===== config.mk =====
export PLATFORM = sky130hd
export DESIGN_NAME = fb_blitter
export DESIGN_NICKNAME = d
export VERILOG_FILES = /design/src/rtl/fbb_pkg.sv /design/src/rtl/fbb_decode.sv /design/src/rtl/fbb_seq.sv /design/src/rtl/fbb_port.sv /design/src/rtl/fb_blitter.sv
export SDC_FILE = /design/constraint.sdc
export NUM_CORES = 1
export LEC_CHECK = 0
export BUFFER_PORTS_ARGS = -buffer_cell sky130_fd_sc_hd__buf_2
export CAP_MARGIN = 0
export CORE_UTILIZATION = 51
export DETAILED_ROUTE_END_ITERATION = 10
export PLACE_DENSITY = 0.84
export SLEW_MARGIN = 40
export SYNTH_ARGS = -nofsm -noshare
export SYNTH_HDL_FRONTEND = slang
export SYNTH_SLANG_ARGS = --single-unit

===== constraint.sdc =====
create_clock -name clk -period 2.2 [get_ports clk]
set_input_delay 0 -clock clk [delete_from_list [all_inputs] [get_ports clk]]
set_output_delay 0 -clock clk [all_outputs]
set_load 0.05 [all_outputs]

===== src/rtl/fbb_pkg.sv =====
package fbb_pkg;
   typedef enum logic [1:0] {
      ST_IDLE = 2'd0,
      ST_FILL = 2'd1,
      ST_RD   = 2'd2,
      ST_WR   = 2'd3
   } fbb_state_e;
endpackage


===== src/rtl/fbb_decode.sv =====
module fbb_decode #(
   parameter int ADDR_W = 24,
   parameter int DATA_W = 32,
   parameter int PIX_AW = 20,
   parameter int SRC_W  = 24,
   parameter int LEN_W  = 5,
   parameter int DEEP_W = 24
) (
   input  logic                clk,
   input  logic                rst_n,
   input  logic                req_valid,
   input  logic                req_write,
   input  logic [ADDR_W-1:0]   req_addr,
   input  logic [DATA_W/8-1:0] req_be,
   input  logic [DATA_W-1:0]   req_wdata,
   input  logic                idle,
   output logic                req_ready,
   output logic [DATA_W-1:0]   req_rdata,
   output logic                cmd_go,
   output logic [PIX_AW-1:0]   cmd_dst,
   output logic [PIX_AW-1:0]   cmd_src,
   output logic [LEN_W-1:0]    cmd_len_m1,
   output logic                cmd_fill,
   output logic [DEEP_W-1:0]   colour_q
);
   localparam logic [SRC_W-1:0] FILL_CODE = '1;

   logic full_word, wr_ok, is_cmd;
   logic unused_bits;

   assign full_word = &req_be;
   assign wr_ok     = req_valid & req_write & full_word;
   assign is_cmd    = req_addr[2];

   always_ff @(posedge clk or negedge rst_n) begin
      if (!rst_n) colour_q <= '0;
      else if (wr_ok && !is_cmd) colour_q <= req_wdata[DEEP_W-1:0];
   end

   assign cmd_go     = wr_ok & is_cmd & idle;
   assign req_ready  = ~(wr_ok & is_cmd) | idle;
   assign req_rdata  = '0;
   assign cmd_dst    = req_addr[3 +: PIX_AW];
   assign cmd_src    = req_wdata[PIX_AW-1:0];
   assign cmd_len_m1 = req_wdata[SRC_W +: LEN_W];
   assign cmd_fill   = (req_wdata[SRC_W-1:0] == FILL_CODE);
   assign unused_bits = ^{req_addr, req_wdata};
endmodule


===== src/rtl/fbb_seq.sv =====
module fbb_seq
   import fbb_pkg::*;
#(
   parameter int PIX_AW = 20,
   parameter int LEN_W  = 5,
   parameter int DEEP_W = 24
) (
   input  logic              clk,
   input  logic              rst_n,
   input  logic              cmd_go,
   input  logic [PIX_AW-1:0] cmd_dst,
   input  logic [PIX_AW-1:0] cmd_src,
   input  logic [LEN_W-1:0]  cmd_len_m1,
   input  logic              cmd_fill,
   input  logic [DEEP_W-1:0] colour_in,
   input  logic              depth24,
   output fbb_state_e        state,
   output logic [PIX_AW-1:0] dst_q,
   output logic [PIX_AW-1:0] src_q,
   output logic [DEEP_W-1:0] colour_q,
   output logic              m24_q,
   output logic              busy
);
   logic [LEN_W-1:0] cnt_q;
   logic             last;

   assign last = (cnt_q == '0);
   assign busy = (state != ST_IDLE);

   always_ff @(posedge clk or negedge rst_n) begin
      if (!rst_n) begin
         state    <= ST_IDLE;
         dst_q    <= '0;
         src_q    <= '0;
         cnt_q    <= '0;
         colour_q <= '0;
         m24_q    <= 1'b0;
      end else begin
         unique case (state)
            ST_IDLE: if (cmd_go) begin
               dst_q    <= cmd_dst;
               src_q    <= cmd_src;
               cnt_q    <= cmd_len_m1;
               colour_q <= colour_in;
               m24_q    <= depth24;
               state    <= cmd_fill ? ST_FILL : ST_RD;
            end
            ST_FILL: begin
               dst_q <= dst_q + 1'b1;
               cnt_q <= cnt_q - 1'b1;
               if (last) state <= ST_IDLE;
            end
            ST_RD: begin
               src_q <= src_q + 1'b1;
               state <= ST_WR;
            end
            ST_WR: begin
               dst_q <= dst_q + 1'b1;
               cnt_q <= cnt_q - 1'b1;
               state <= last ? ST_IDLE : ST_RD;
            end
            default: state <= ST_IDLE;
         endcase
      end
   end
endmodule


===== src/rtl/fbb_port.sv =====
module fbb_port
   import fbb_pkg::*;
#(
   parameter int PIX_AW      = 20,
   parameter int PIX_W       = 8,
   parameter int DEEP_W      = 24,
   parameter bit HAS_PLANE24 = 1'b1
) (
   input  fbb_state_e        state,
   input  logic [PIX_AW-1:0] dst_q,
   input  logic [PIX_AW-1:0] src_q,
   input  logic [DEEP_W-1:0] colour_q,
   input  logic              m24_q,
   input  logic [PIX_W-1:0]  pix_rdata,
   input  logic [DEEP_W-1:0] dp_rdata,
   output logic [PIX_AW-1:0] pix_addr,
   output logic              pix_we,
   output logic [PIX_W-1:0]  pix_wdata,
   output logic              dp_we,
   output logic [DEEP_W-1:0] dp_wdata
);
   logic filling;

   assign filling   = (state == ST_FILL);
   assign pix_addr  = (state == ST_RD) ? src_q : dst_q;
   assign pix_we    = filling | (state == ST_WR);
   assign pix_wdata = filling ? colour_q[PIX_W-1:0] : pix_rdata;

   generate
      if (HAS_PLANE24) begin : g_deep
         assign dp_we    = pix_we & m24_q;
         assign dp_wdata = filling ? colour_q : dp_rdata;
      end else begin : g_flat
         logic unused_deep;
         assign dp_we       = 1'b0;
         assign dp_wdata    = '0;
         assign unused_deep = ^{m24_q, dp_rdata, colour_q};
      end
   endgenerate
endmodule


===== src/rtl/fb_blitter.sv =====
module fb_blitter
   import fbb_pkg::*;
#(
   parameter int ADDR_W      = 24,
   parameter int DATA_W      = 32,
   parameter int PIX_AW      = 20,
   parameter int PIX_W       = 8,
   parameter int DEEP_W      = 24,
   parameter int SRC_W       = 24,
   parameter int LEN_W       = 5,
   parameter bit HAS_PLANE24 = 1'b1
) (
   input  logic                clk,
   input  logic                rst_n,
   input  logic                depth24,
   input  logic                req_valid,
   input  logic                req_write,
   input  logic [ADDR_W-1:0]   req_addr,
   input  logic [DATA_W/8-1:0] req_be,
   input  logic [DATA_W-1:0]   req_wdata,
   output logic                req_ready,
   output logic [DATA_W-1:0]   req_rdata,
   output logic                busy,
   output logic [PIX_AW-1:0]   pix_addr,
   output logic                pix_we,
   output logic [PIX_W-1:0]    pix_wdata,
   input  logic [PIX_W-1:0]    pix_rdata,
   output logic                dp_we,
   output logic [DEEP_W-1:0]   dp_wdata,
   input  logic [DEEP_W-1:0]   dp_rdata
);
   generate
      if (ADDR_W < PIX_AW + 3) begin : g_bad_addr
         $error("ADDR_W too small for destination field");
      end
      if (DATA_W < SRC_W + LEN_W || DATA_W < DEEP_W) begin : g_bad_data
         $error("DATA_W too small for command or colour");
      end
      if (SRC_W < PIX_AW || PIX_W > DEEP_W) begin : g_bad_pix
         $error("inconsistent pixel widths");
      end
   endgenerate

   logic              cmd_go, cmd_fill, m24_q;
   logic [PIX_AW-1:0] cmd_dst, cmd_src, dst_q, src_q;
   logic [LEN_W-1:0]  cmd_len_m1;
   logic [DEEP_W-1:0] colour_reg, colour_snap;
   fbb_state_e        state;

   fbb_decode #(.ADDR_W(ADDR_W), .DATA_W(DATA_W), .PIX_AW(PIX_AW),
                .SRC_W(SRC_W), .LEN_W(LEN_W), .DEEP_W(DEEP_W)) u_dec (
      .clk(clk), .rst_n(rst_n), .req_valid(req_valid), .req_write(req_write),
      .req_addr(req_addr), .req_be(req_be), .req_wdata(req_wdata), .idle(!busy),
      .req_ready(req_ready), .req_rdata(req_rdata), .cmd_go(cmd_go),
      .cmd_dst(cmd_dst), .cmd_src(cmd_src), .cmd_len_m1(cmd_len_m1),
      .cmd_fill(cmd_fill), .colour_q(colour_reg));

   fbb_seq #(.PIX_AW(PIX_AW), .LEN_W(LEN_W), .DEEP_W(DEEP_W)) u_seq (
      .clk(clk), .rst_n(rst_n), .cmd_go(cmd_go), .cmd_dst(cmd_dst),
      .cmd_src(cmd_src), .cmd_len_m1(cmd_len_m1), .cmd_fill(cmd_fill),
      .colour_in(colour_reg), .depth24(depth24), .state(state),
      .dst_q(dst_q), .src_q(src_q), .colour_q(colour_snap), .m24_q(m24_q),
      .busy(busy));

   fbb_port #(.PIX_AW(PIX_AW), .PIX_W(PIX_W), .DEEP_W(DEEP_W),
              .HAS_PLANE24(HAS_PLANE24)) u_port (
      .state(state), .dst_q(dst_q), .src_q(src_q), .colour_q(colour_snap),
      .m24_q(m24_q), .pix_rdata(pix_rdata), .dp_rdata(dp_rdata),
      .pix_addr(pix_addr), .pix_we(pix_we), .pix_wdata(pix_wdata),
      .dp_we(dp_we), .dp_wdata(dp_wdata));
endmodule


==> flow_metrics.env, run 1 <==
export IMPL_syn_to_final_growth_pct=26.73
export IMPL_startpoint_type="flip-flop"
export IMPL_cp_slowest_cell="dfrtp_1"
export IMPL_rows=37
export IMPL_synth_common_cells="259 x nand2_1, 96 x dfrtp_1, 33 x buf_4"
export IMPL_fin_skew_ns=0.01059
export IMPL_routedWlPerCell_um=14.27
export IMPL_fin_tns_setup_ns=0
export IMPL_synth_most_common_cell="nand2_1"
export IMPL_slowest_delay_ns=0.43
export IMPL_synthArstFlopShare=1.000
export IMPL_globalplace_congestion=0.8805
export IMPL_cts_root_buf="clkbuf_8"
export IMPL_synth_top_area_share=0.4380
export IMPL_synth_area_um2=5485
export IMPL_die_w_um=105.7
export IMPL_hold_class="input pin to flip-flop"
export IMPL_ys_ff_latch=96
export IMPL_grt_pass1_vias=4851
export IMPL_r2r_cells=6
export IMPL_cts_sinks=96
export IMPL_synthFlopType="dfrtp_1"
export IMPL_fin_hold_ws_ns=0.02189
export IMPL_rrSetupSlack_ns=0.25
export IMPL_post_drt_via_cell_ratio=5.288
export IMPL_htree_levels=3
export IMPL_drv_cap=0
export IMPL_powerDensity_nw_per_um2=1145
export IMPL_grt_max_degree=59
export IMPL_vdd_ir_drop_max_mv=0.8381
export IMPL_grt_usage=0.2634
export IMPL_synth_edf_count=0
export IMPL_hold_path_endpoint="u_seq.dst_q[16]"
export IMPL_synth_distinct_cells=52
export IMPL_synthTopCellsByArea="dfrtp_1 44%, nand2_1 18%, mux2_2 4.9%"
export IMPL_dieArea_um2=11170
export IMPL_required_ns=2.20
export IMPL_syn_inst=664
export IMPL_fillers=872
export IMPL_min_delay_start="req_addr[19]"
export IMPL_critPathKind="flip-flop to primary output"
export IMPL_drc=0
export IMPL_synth_warnings=0
export IMPL_final_area_um2=6952
export IMPL_arrival_ns=1.98
export IMPL_multi_input_area_um2=2768
export IMPL_core_area_um2=10370
export IMPL_seqCellArea_um2=2402
export IMPL_hold_depth=4
export IMPL_p_sw_frac=0.5173
export IMPL_numCtsBuffers=9
export IMPL_dr_first_iter_drc_count=358
export IMPL_portBuffers=146
export IMPL_instances_no_fill=996
export IMPL_gr_total_overflow=0
export IMPL_ios=185
export IMPL_drv_slew=0
export IMPL_hold_violations=0
export IMPL_final_period_utilization=0.9015
export IMPL_cts_resized=0
export IMPL_critical_path_top_delay_family="buffers and inverters"
export IMPL_dp_cells=930
export IMPL_worst_path_buf_inv=3
export IMPL_postRouteAntennaNets=0
export IMPL_cts_tree="yes"
export IMPL_antenna_found_initial=0
export IMPL_status="finished clean"
export IMPL_wirelength_um=14220
export IMPL_slew_headroom=0.5521
export IMPL_start_util=0.5290
export IMPL_clkLatencyLatePin_ns=0.36
export IMPL_avgSynthCellArea_um2=8.261
export IMPL_power_frac_seq=0.346
export IMPL_synth_area_leader_cell="dfrtp_1"
export IMPL_drive_gt1_frac=0.2581
export IMPL_setup_viol=0
export IMPL_num_vias=5267
export IMPL_crit_fanout=31
export IMPL_clk_pin_slew_worst_paths_ns=0.10
export IMPL_r2r_start="u_seq.src_q[0]"
export IMPL_dp_hpwl_um=9840
export IMPL_worst_pin_slew_ns=0.6712
export IMPL_p_comb_frac=0.517
export IMPL_r2r_end="u_seq.src_q[12]"
export IMPL_ys_seq_area_frac=0.4380
export IMPL_cp_startpoint="u_seq.state[1]"
export IMPL_min_period_ns=1.983
export IMPL_dr_pass1_iters=6
export IMPL_max_freq_mhz=504.2
export IMPL_p_clk_frac=0.137
export IMPL_crit_path_cell_trace="buf_4, nor2b_2, buf_4, nand2_1, nand2_1, buf_2"
export IMPL_clockBufferDepth=2
export IMPL_n_antenna_cell=0
export IMPL_rsz0062_at_grt="no"
export IMPL_placed_area_um2=6271
export IMPL_grt_pass1_wl_um=23360
export IMPL_power_internal_mw=3.841
export IMPL_critPathCaptureType="primary output"
export IMPL_die_y_um=105.7
export IMPL_nNetsFinal=955
export IMPL_leakagePower_nw=3.588
export IMPL_p_sw_mw=4.117
==> tightest hold or removal path, stage by stage <==
cell      delay (ns)
buf_2           0.08
and2_1          0.12
a211oi_1        0.05
a21oi_1         0.10
==> per-layer routing <==
layer / track usage / routed length [um] / vias up
met3: 0.05133 / 1056 / 14
li1: - / - / 2557
met4: 0.06647 / 142 / 0
met5: 0 / 0 / -
met2: 0.4514 / 6913 / 240
met1: 0.3417 / 6103 / 2456
==> placed cells by master, fill, tap and decap left out, types with 3 or more instances in the layout <==
cell           count
and3_1             4
buf_2            145
mux2i_1            4
nor3_1             6
o22ai_1            5
a221o_1            6
mux2_2            24
dfrtp_1           96
o21ai_0           21
or2_2              4
xnor2_1           11
xor2_1             9
nand3_1           23
o211ai_1           7
ha_1               3
clkbuf_8           9
nand2_1          259
a22oi_1           14
nor4_1             3
conb_1            32
and2_1             4
a211oi_1           6
nor2_1            23
clkinvlp_4         3
dlygate4sd3_1     50
inv_1              6
nand4_1           12
buf_4             19
a21oi_1           17
==> how the worst max path moves through the flow <==
stage,end,cells past startpoint
6_report,pix_addr[4],6
3_3_place_gp,u_seq.src_q[12],6
5_1_grt,pix_addr[12],6
4_1_cts,pix_addr[4],6
3_5_place_dp,u_seq.src_q[12],6
2_1_floorplan,pix_addr[9],5
==> timing repair <==
action | in CTS | in global routing
hold endpoints to repair | 113 | 0
setup buffers | 0 | 0
setup endpoints to repair | 0 | 0
hold buffers | 50 | 0
==> cells by family (layout without fill, tap and decap cells) <==
group           after synthesis  after routing  share of synthesized area
xor+xnor                     20             20                    0.03193
compound gates               86             86                     0.1047
other cells                   1             32                  0.0006837
mux                          28             28                    0.05657
flops                        96             96                     0.4380
simple gates                357            357                     0.2797
buf+inv                      73            238                    0.08166
fa+ha+maj                     3              3                   0.006844
==> power groups by stage <==
| stage | clock (mW) | sequential (mW) | combinational, mW |
|---|---|---|---|
| 3_5_place_dp | 0 | 2.76 | 4.02 |
| 2_1_floorplan | 0 | 2.60 | 3.28 |
| 4_1_cts | 1.11 | 2.73 | 4.10 |
| 5_1_grt | 1.19 | 2.82 | 4.45 |
| 3_3_place_gp | 0 | 2.74 | 3.96 |
| 6_report | 1.09 | 2.75 | 4.11 |
==> cell type report <==
type / count / area share
multi-input combinational: 526 / 0.3981
sequential: 96 / 0.3456
timing repair buffer: 216 / 0.2027
tap: 136 / 0.02448
clock buffer: 9 / 0.01782
clock inverter: 7 / 0.008099
inverter: 6 / 0.003240
==> stage by stage <==
step	utilization	worst slack, ns	total power, mW
finish	0.6704	0.2168	7.957
global route	0.6704	0.09672	8.460
CTS	0.6704	0.2289	7.937
detailed placement	0.6047	0.2757	6.786
global placement	0.6045	0.2967	6.705
floorplan	-	0.1456	5.882
==> registers in the layout, indices dropped and copies added (netlist names) <==
name,flops
u_dec.colour_q,24
u_seq.colour_q,24
u_seq.dst_q,20
u_seq.src_q,20
u_seq.cnt_q,5
u_seq.state,2
u_seq.m24_q,1
No activity file was read; power rests on OpenSTA's default activity.
==> inputs of run 2 (changes only) <==
--- a/config.mk
+++ b/config.mk
@@ -10,6 +10,7 @@
 export CORE_UTILIZATION = 51
 export DETAILED_ROUTE_END_ITERATION = 10
 export PLACE_DENSITY = 0.84
+export SETUP_SLACK_MARGIN = 0.3
 export SLEW_MARGIN = 40
 export SYNTH_ARGS = -nofsm -noshare
 export SYNTH_HDL_FRONTEND = slang
==> flow_metrics.env, run 2 (same netlist as run 1, synthesis figures left out) <==
export IMPL_status="finished clean"
export IMPL_dieArea_um2=11170
export IMPL_rsz0062_at_grt="yes"
export IMPL_num_vias=5381
export IMPL_die_w_um=105.7
export IMPL_r2r_cells=5
export IMPL_core_area_um2=10370
export IMPL_postRouteAntennaNets=0
export IMPL_dp_hpwl_um=9829
export IMPL_routedWlPerCell_um=15.21
export IMPL_worst_pin_slew_ns=0.6526
export IMPL_max_freq_mhz=535.3
export IMPL_crit_fanout=6
export IMPL_arrival_ns=2.12
export IMPL_final_period_utilization=0.8492
export IMPL_syn_to_final_growth_pct=31.80
export IMPL_rows=37
export IMPL_layout_commonest_cell="nand2_1"
export IMPL_post_drt_via_cell_ratio=5.349
export IMPL_cts_root_buf="clkbuf_8"
export IMPL_vdd_ir_drop_max_mv=1.136
export IMPL_clkLatencyLatePin_ns=0.37
export IMPL_critPathCaptureType="flip-flop"
export IMPL_cp_slowest_cell="or4_4"
export IMPL_drv_slew=0
export IMPL_hold_violations=0
export IMPL_globalplace_congestion=0.8760
export IMPL_dr_pass1_iters=6
export IMPL_htree_levels=3
export IMPL_hold_depth=4
export IMPL_critPathKind="flip-flop to flip-flop"
export IMPL_drc=0
export IMPL_nNetsFinal=965
export IMPL_grt_usage=0.2694
export IMPL_drive_gt1_frac=0.2793
export IMPL_clockBufferDepth=2
export IMPL_grt_pass1_wl_um=23650
export IMPL_reg_top3="u_dec.colour_q (24), u_seq.colour_q (24)"
export IMPL_numCtsBuffers=9
export IMPL_powerDensity_nw_per_um2=1178
export IMPL_fin_tns_setup_ns=0
export IMPL_portBuffers=146
export IMPL_antenna_found_initial=0
export IMPL_slew_headroom=0.5645
export IMPL_gr_total_overflow=0
export IMPL_dr_first_iter_drc_count=469
export IMPL_ios=185
export IMPL_grt_max_degree=59
export IMPL_startpoint_type="flip-flop"
export IMPL_setup_viol=0
export IMPL_start_util=0.5290
export IMPL_hold_class="input pin to flip-flop"
export IMPL_cts_sinks=96
export IMPL_leakagePower_nw=3.698
export IMPL_drv_cap=0
export IMPL_min_period_ns=1.868
export IMPL_slowest_delay_ns=0.64
export IMPL_wirelength_um=15300
export IMPL_fin_skew_ns=0.01386
export IMPL_finalPower_mw=8.517
export IMPL_grt_pass1_vias=4855
export IMPL_required_ns=2.45
export IMPL_fin_hold_ws_ns=0.008581
export IMPL_clk_pin_slew_worst_paths_ns=0.09
export IMPL_die_y_um=105.7
export IMPL_final_cell_mix="258 x nand2_1, 117 x buf_2, 90 x dfrtp_1"
export IMPL_cts_tree="yes"
export IMPL_crit_path_cell_trace="nand3_1, or4_4, nor3_4, mux2i_1, a221oi_2"
export IMPL_n_antenna_cell=0
[run 2: cell types whose count changed in the layout (fill, tap and decap cells not counted), moves of 2 or more]
cell	before	now
clkinvlp_4	3	0
o21ai_0	21	18
dfrtp_2	0	6
buf_2	145	117
clkbuf_4	0	17
o21ai_1	1	4
buf_4	19	35
clkbuf_16	0	2
dfrtp_1	96	90
buf_6	0	3
bufinv_16	0	2
[run 2: layer usage]
layer	track usage	routed length, um	vias up
met5	0	0	-
met4	0.07143	235	0
met3	0.04886	1203	23
met2	0.4701	7537	278
met1	0.3434	6324	2503
li1	-	-	2577
[run 2: per-stage QoR]
step           cells  worst slack [ns]  cell area (um2)    util
2_1_floorplan    695            0.3245             5602       -
3_3_place_gp     929            0.2937             6248  0.6026
3_5_place_dp     929            0.2652             6251  0.6028
4_1_cts          996            0.3116             7022  0.6771
5_1_grt         1006            0.2608             7229  0.6972
6_report        1006            0.3318             7229  0.6972
[run 2: repair_timing]
item,4_1_cts,5_1_grt
hold endpoints to repair,103,0
pin swaps,0,2
setup endpoints to repair,55,67
hold buffers,49,0
setup buffers,1,8
resized for setup,18,35
gates cloned,1,2
[run 2: final cells by class]
| class | count | area (um2) |
|---|---|---|
| Fill cell | 829 | 3141 |
| Clock inverter | 6 | 91.34 |
| Multi-Input combinational cell | 526 | 2803 |
| Clock buffer | 10 | 127.6 |
| Sequential cell | 96 | 2410 |
| Inverter | 6 | 22.52 |
| Timing Repair Buffer | 226 | 1605 |
| Tap cell | 136 | 170.2 |
[run 2: critical path: cells and delay by family, from the launching register on]
family,cells,cell delay [ns]
and+or+nand+nor,3,1.03
AOI/OAI and AO/OA,1,0.07
DFF,1,0.41
muxes,1,0.24
[run 2: report_power, final]
group	total, mW	switching (mW)	leakage [nW]	internal (mW)
Sequential	2.78	0.568	1.21	2.21
Combinational	4.44	3.01	2.37	1.44
Clock	1.29	0.643	0.111	0.650
[run 2: path summary, 6_finish.rpt]
path / from / slack, ns / endpoint
setup / recovery: u_seq.src_q[9] / 0.33 / u_seq.src_q[19]
hold / removal: req_addr[20] / 0.009 / u_seq.dst_q[17]
setup reg to reg: u_seq.src_q[9] / 0.33 / u_seq.src_q[19]
hold reg to reg: u_dec.colour_q[12] / 0.47 / u_seq.colour_q[12]
max in group asynchronous: rst_n / 1.28 / u_seq.src_q[0]
min in group asynchronous: rst_n / 0.18 / u_seq.src_q[17]
==> inputs of run 3 (changes only) <==
==> constraint.sdc (replaced) <==
create_clock -name clk -period 1.8 [get_ports clk]
set_input_delay 0 -clock clk [delete_from_list [all_inputs] [get_ports clk]]
set_output_delay 0 -clock clk [all_outputs]
set_load 0.05 [all_outputs]
==> flow_metrics.env, run 3 <==
export IMPL_ys_ff_latch=96
export IMPL_die_w_um=105.7
export IMPL_clockBufferDepth=2
export IMPL_avgSynthCellArea_um2=8.261
export IMPL_htree_levels=3
export IMPL_synth_top_area_share=0.4380
export IMPL_ios=185
export IMPL_numCtsBuffers=9
export IMPL_ys_seq_area_frac=0.4380
export IMPL_haltStage="global routing"
export IMPL_synth_most_common_cell="nand2_1"
export IMPL_synth_edf_count=0
export IMPL_syn_inst=664
export IMPL_synth_common_cells="259 x nand2_1, 96 x dfrtp_1, 33 x buf_4"
export IMPL_gr_total_overflow=887
export IMPL_synthFlopType="dfrtp_1"
export IMPL_synth_warnings=0
export IMPL_worst_ep_kind="register input"
export IMPL_synthTopCellsByArea="dfrtp_1 44%, nand2_1 18%, mux2_2 4.9%"
export IMPL_start_util=0.5290
export IMPL_grt_max_degree=39
export IMPL_die_y_um=105.7
export IMPL_cts_root_buf="clkbuf_8"
export IMPL_grt_usage=0.9358
export IMPL_toolErrorMsg="[ERROR GRT-0232] Routing congestion too high. Check the congestion heatmap in the GUI."
export IMPL_dp_hpwl_um=10680
export IMPL_synth_area_leader_cell="dfrtp_1"
export IMPL_synth_distinct_cells=52
export IMPL_crit_endpoint="u_seq.src_q[17]$_DFFE_PN0P_/D"
export IMPL_globalplace_congestion=0.8698
export IMPL_synthArstFlopShare=1.000
export IMPL_cts_sinks=96
export IMPL_synth_area_um2=5485
export IMPL_status="aborted with a tool error"
export IMPL_rows=37
export IMPL_portBuffers=146
run 3: repair_timing:
action                     CTS
gates resized for setup    317
pin swaps                   59
gates cloned                13
buffers inserted            42
hold buffers                48
hold endpoints to repair   129
setup endpoints to repair  113
run 3: kinds of logic after synthesis:
| group | synth area share |
|---|---|
| and+or+nand+nor | 0.2797 |
| AOI/OAI and AO/OA | 0.1047 |
| other | 0.0006837 |
| muxes | 0.05657 |
| xor gates and xnor gates | 0.03193 |
| DFF | 0.4380 |
| adders and majority gates | 0.006844 |
| buffers and inverters | 0.08166 |
run 3: through the flow:
stage | cells | instance area (um2) | setup slack, ns | hold WS [ns]
after detailed placement | 946 | 6588 | -0.01194 | -0.02093
after CTS | 1065 | 9110 | 0.05619 | 0.005995
after global placement | 946 | 6588 | 0.08302 | -0.02570
after floorplan | 695 | 5837 | 0.04915 | -0.2956
run 3: metal layers:
layer,GRT overflow,GRT usage
met5,1,0.05714
met4,192,1.097
met3,2,0.5955
met2,685,1.290
met1,7,0.8600
==> inputs of run 4 (changes only) <==
--- a/config.mk
+++ b/config.mk
@@ -7,10 +7,9 @@
 export LEC_CHECK = 0
 export BUFFER_PORTS_ARGS = -buffer_cell sky130_fd_sc_hd__buf_2
 export CAP_MARGIN = 0
-export CORE_UTILIZATION = 51
+export CORE_UTILIZATION = 40
 export DETAILED_ROUTE_END_ITERATION = 10
-export PLACE_DENSITY = 0.84
-export SETUP_SLACK_MARGIN = 0.3
+export PLACE_DENSITY_LB_ADDON = 0.15
 export SLEW_MARGIN = 40
 export SYNTH_ARGS = -nofsm -noshare
 export SYNTH_HDL_FRONTEND = slang
==> flow_metrics.env, run 4 (same netlist as run 1, synthesis figures left out) <==
export IMPL_min_period_ns=1.731
export IMPL_syn_to_final_growth_pct=36.70
export IMPL_power_internal_mw=5.786
export IMPL_final_period_utilization=0.9619
export IMPL_gr_total_overflow=0
export IMPL_setup_viol=0
export IMPL_dr_first_iter_drc_count=266
export IMPL_cts_sinks=96
export IMPL_grt_max_degree=35
export IMPL_ios=185
export IMPL_n_antenna_cell=0
export IMPL_wirelength_um=15590
export IMPL_fin_ws_ns=0.06858
export IMPL_critPathCaptureType="primary output"
export IMPL_globalplace_congestion=0.8113
export IMPL_clk_pin_slew_worst_paths_ns=0.07
export IMPL_portBuffers=146
export IMPL_fin_hold_ws_ns=0.01386
export IMPL_required_ns=1.80
export IMPL_dr_wl_met3_um=840
export IMPL_grt_usage=0.2276
export IMPL_p_sw_mw=5.266
export IMPL_arrival_ns=1.73
export IMPL_p_sw_frac=0.4765
export IMPL_fin_skew_ns=0.006331
export IMPL_instances_no_fill=1057
export IMPL_postRouteAntennaNets=0
export IMPL_dieArea_um2=14190
export IMPL_hold_violations=0
export IMPL_dr_pass1_iters=5
export IMPL_cp_startpoint="u_seq.state[0]"
export IMPL_critPathKind="flip-flop to primary output"
export IMPL_final_cell_mix="258 x nand2_1, 104 x buf_2, 93 x dfrtp_1"
export IMPL_num_vias=5240
export IMPL_rows=42
export IMPL_layout_commonest_cell="nand2_1"
export IMPL_slew_headroom=0.5923
export IMPL_clockBufferDepth=2
export IMPL_power_frac_seq=0.296
export IMPL_powerDensity_nw_per_um2=1474
export IMPL_clkLatencyLatePin_ns=0.34
export IMPL_nNetsFinal=976
export IMPL_rsz0062_at_grt="yes"
export IMPL_max_freq_mhz=577.6
export IMPL_dp_cells=990
export IMPL_crit_fanout=24
export IMPL_antenna_found_initial=0
export IMPL_min_delay_start="req_wdata[3]"
export IMPL_p_clk_frac=0.169
export IMPL_cts_root_buf="clkbuf_16"
export IMPL_wl_met2_um=7188
export IMPL_cts_tree="yes"
export IMPL_post_drt_via_cell_ratio=4.957
export IMPL_drc=0
export IMPL_wl_met1_um=7349
export IMPL_startpoint_type="flip-flop"
export IMPL_die_w_um=119.1
export IMPL_drv_cap=0
export IMPL_die_y_um=119.1
export IMPL_htree_levels=3
export IMPL_dp_hpwl_um=11180
export IMPL_drive_gt1_frac=0.2906
export IMPL_hold_class="input pin to flip-flop"
export IMPL_dp_worst_setup_slack_ns=0.03647
export IMPL_grt_pass1_vias=5171
export IMPL_r2r_start="u_seq.src_q[1]"
export IMPL_status="finished clean"
export IMPL_grt_pass1_wl_um=25670
export IMPL_drv_slew=0
export IMPL_p_comb_frac=0.534
export IMPL_reg_top3="u_dec.colour_q (24), u_seq.colour_q (24)"
export IMPL_fillers=1232
export IMPL_vdd_ir_drop_max_mv=1.451
export IMPL_worst_pin_slew_ns=0.6109
export IMPL_leakagePower_nw=3.793
export IMPL_top_layer="met4"
export IMPL_routedWlPerCell_um=14.75
export IMPL_start_util=0.4126
export IMPL_core_area_um2=13300
export IMPL_numCtsBuffers=9
==> run 4: worst paths after layout <==
| kind | end | slack (ns) | depth (start not counted) |
|---|---|---|---|
| max | dp_wdata[21] | 0.07 | 7 |
| min | u_dec.colour_q[3] | 0.01 | 2 |
| max reg2reg | u_seq.src_q[17] | 0.07 | 5 |
| min reg2reg | u_seq.colour_q[8] | 0.47 | 2 |
| max in group asynchronous | u_seq.state[0] | 1.01 | 3 |
| min in group asynchronous | u_seq.colour_q[13] | 0.12 | 2 |
==> run 4: per-layer routing <==
| layer | track usage | up-vias |
|---|---|---|
| li1 | - | 2595 |
| met1 | 0.3127 | 2434 |
| met2 | 0.3772 | 196 |
| met3 | 0.02299 | 15 |
| met4 | 0.06962 | 0 |
| met5 | 0 | - |
==> run 4: final cells by class <==
class / instances / area [um2] / share of cell area
Clock buffer: 11 / 252.7 / 0.03371
Sequential cell: 96 / 2406 / 0.3209
Clock inverter: 5 / 40.04 / 0.005340
Tap cell: 176 / 220.2 / 0.02937
Multi-Input combinational cell: 526 / 2818 / 0.3758
Timing Repair Buffer: 237 / 1739 / 0.2319
Inverter: 6 / 22.52 / 0.003004
==> run 4: power by group through the flow <==
stage | combinational, mW | clock [mW] | sequential (mW)
global route | 6.36 | 2.00 | 3.36
CTS | 5.70 | 1.92 | 3.25
floorplan | 4.03 | 0 | 3.18
global placement | 5.35 | 0 | 3.26
detailed placement | 5.42 | 0 | 3.29
finish | 5.90 | 1.87 | 3.28
==> run 4: timing repair <==
item	4_1_cts	5_1_grt
buffers inserted	2	2
hold buffers	47	0
setup endpoints to repair	52	56
hold endpoints to repair	151	0
resized for setup	24	42
gates cloned	0	0
pin swaps	0	5
==> run 4: per-stage QoR <==
stage,total power [mW],cell area [um2],TNS (ns),utilization
detailed placement,8.710,6524,0,0.4907
floorplan,7.213,5614,0,-
global route,11.73,7498,-0.02068,0.5640
CTS,10.87,7365,0,0.5539
finish,11.05,7498,0,0.5640
global placement,8.612,6521,-0.02360,0.4905
==> run 4: worst max-delay path, stage by stage, from the launching register on <==
cell and delay, ns:
dfrtp_2 0.41, inv_1 0.06, buf_4 0.22, nor2_4 0.14
buf_12 0.16, nand2_1 0.07, nand2_1 0.06, buf_2 0.25
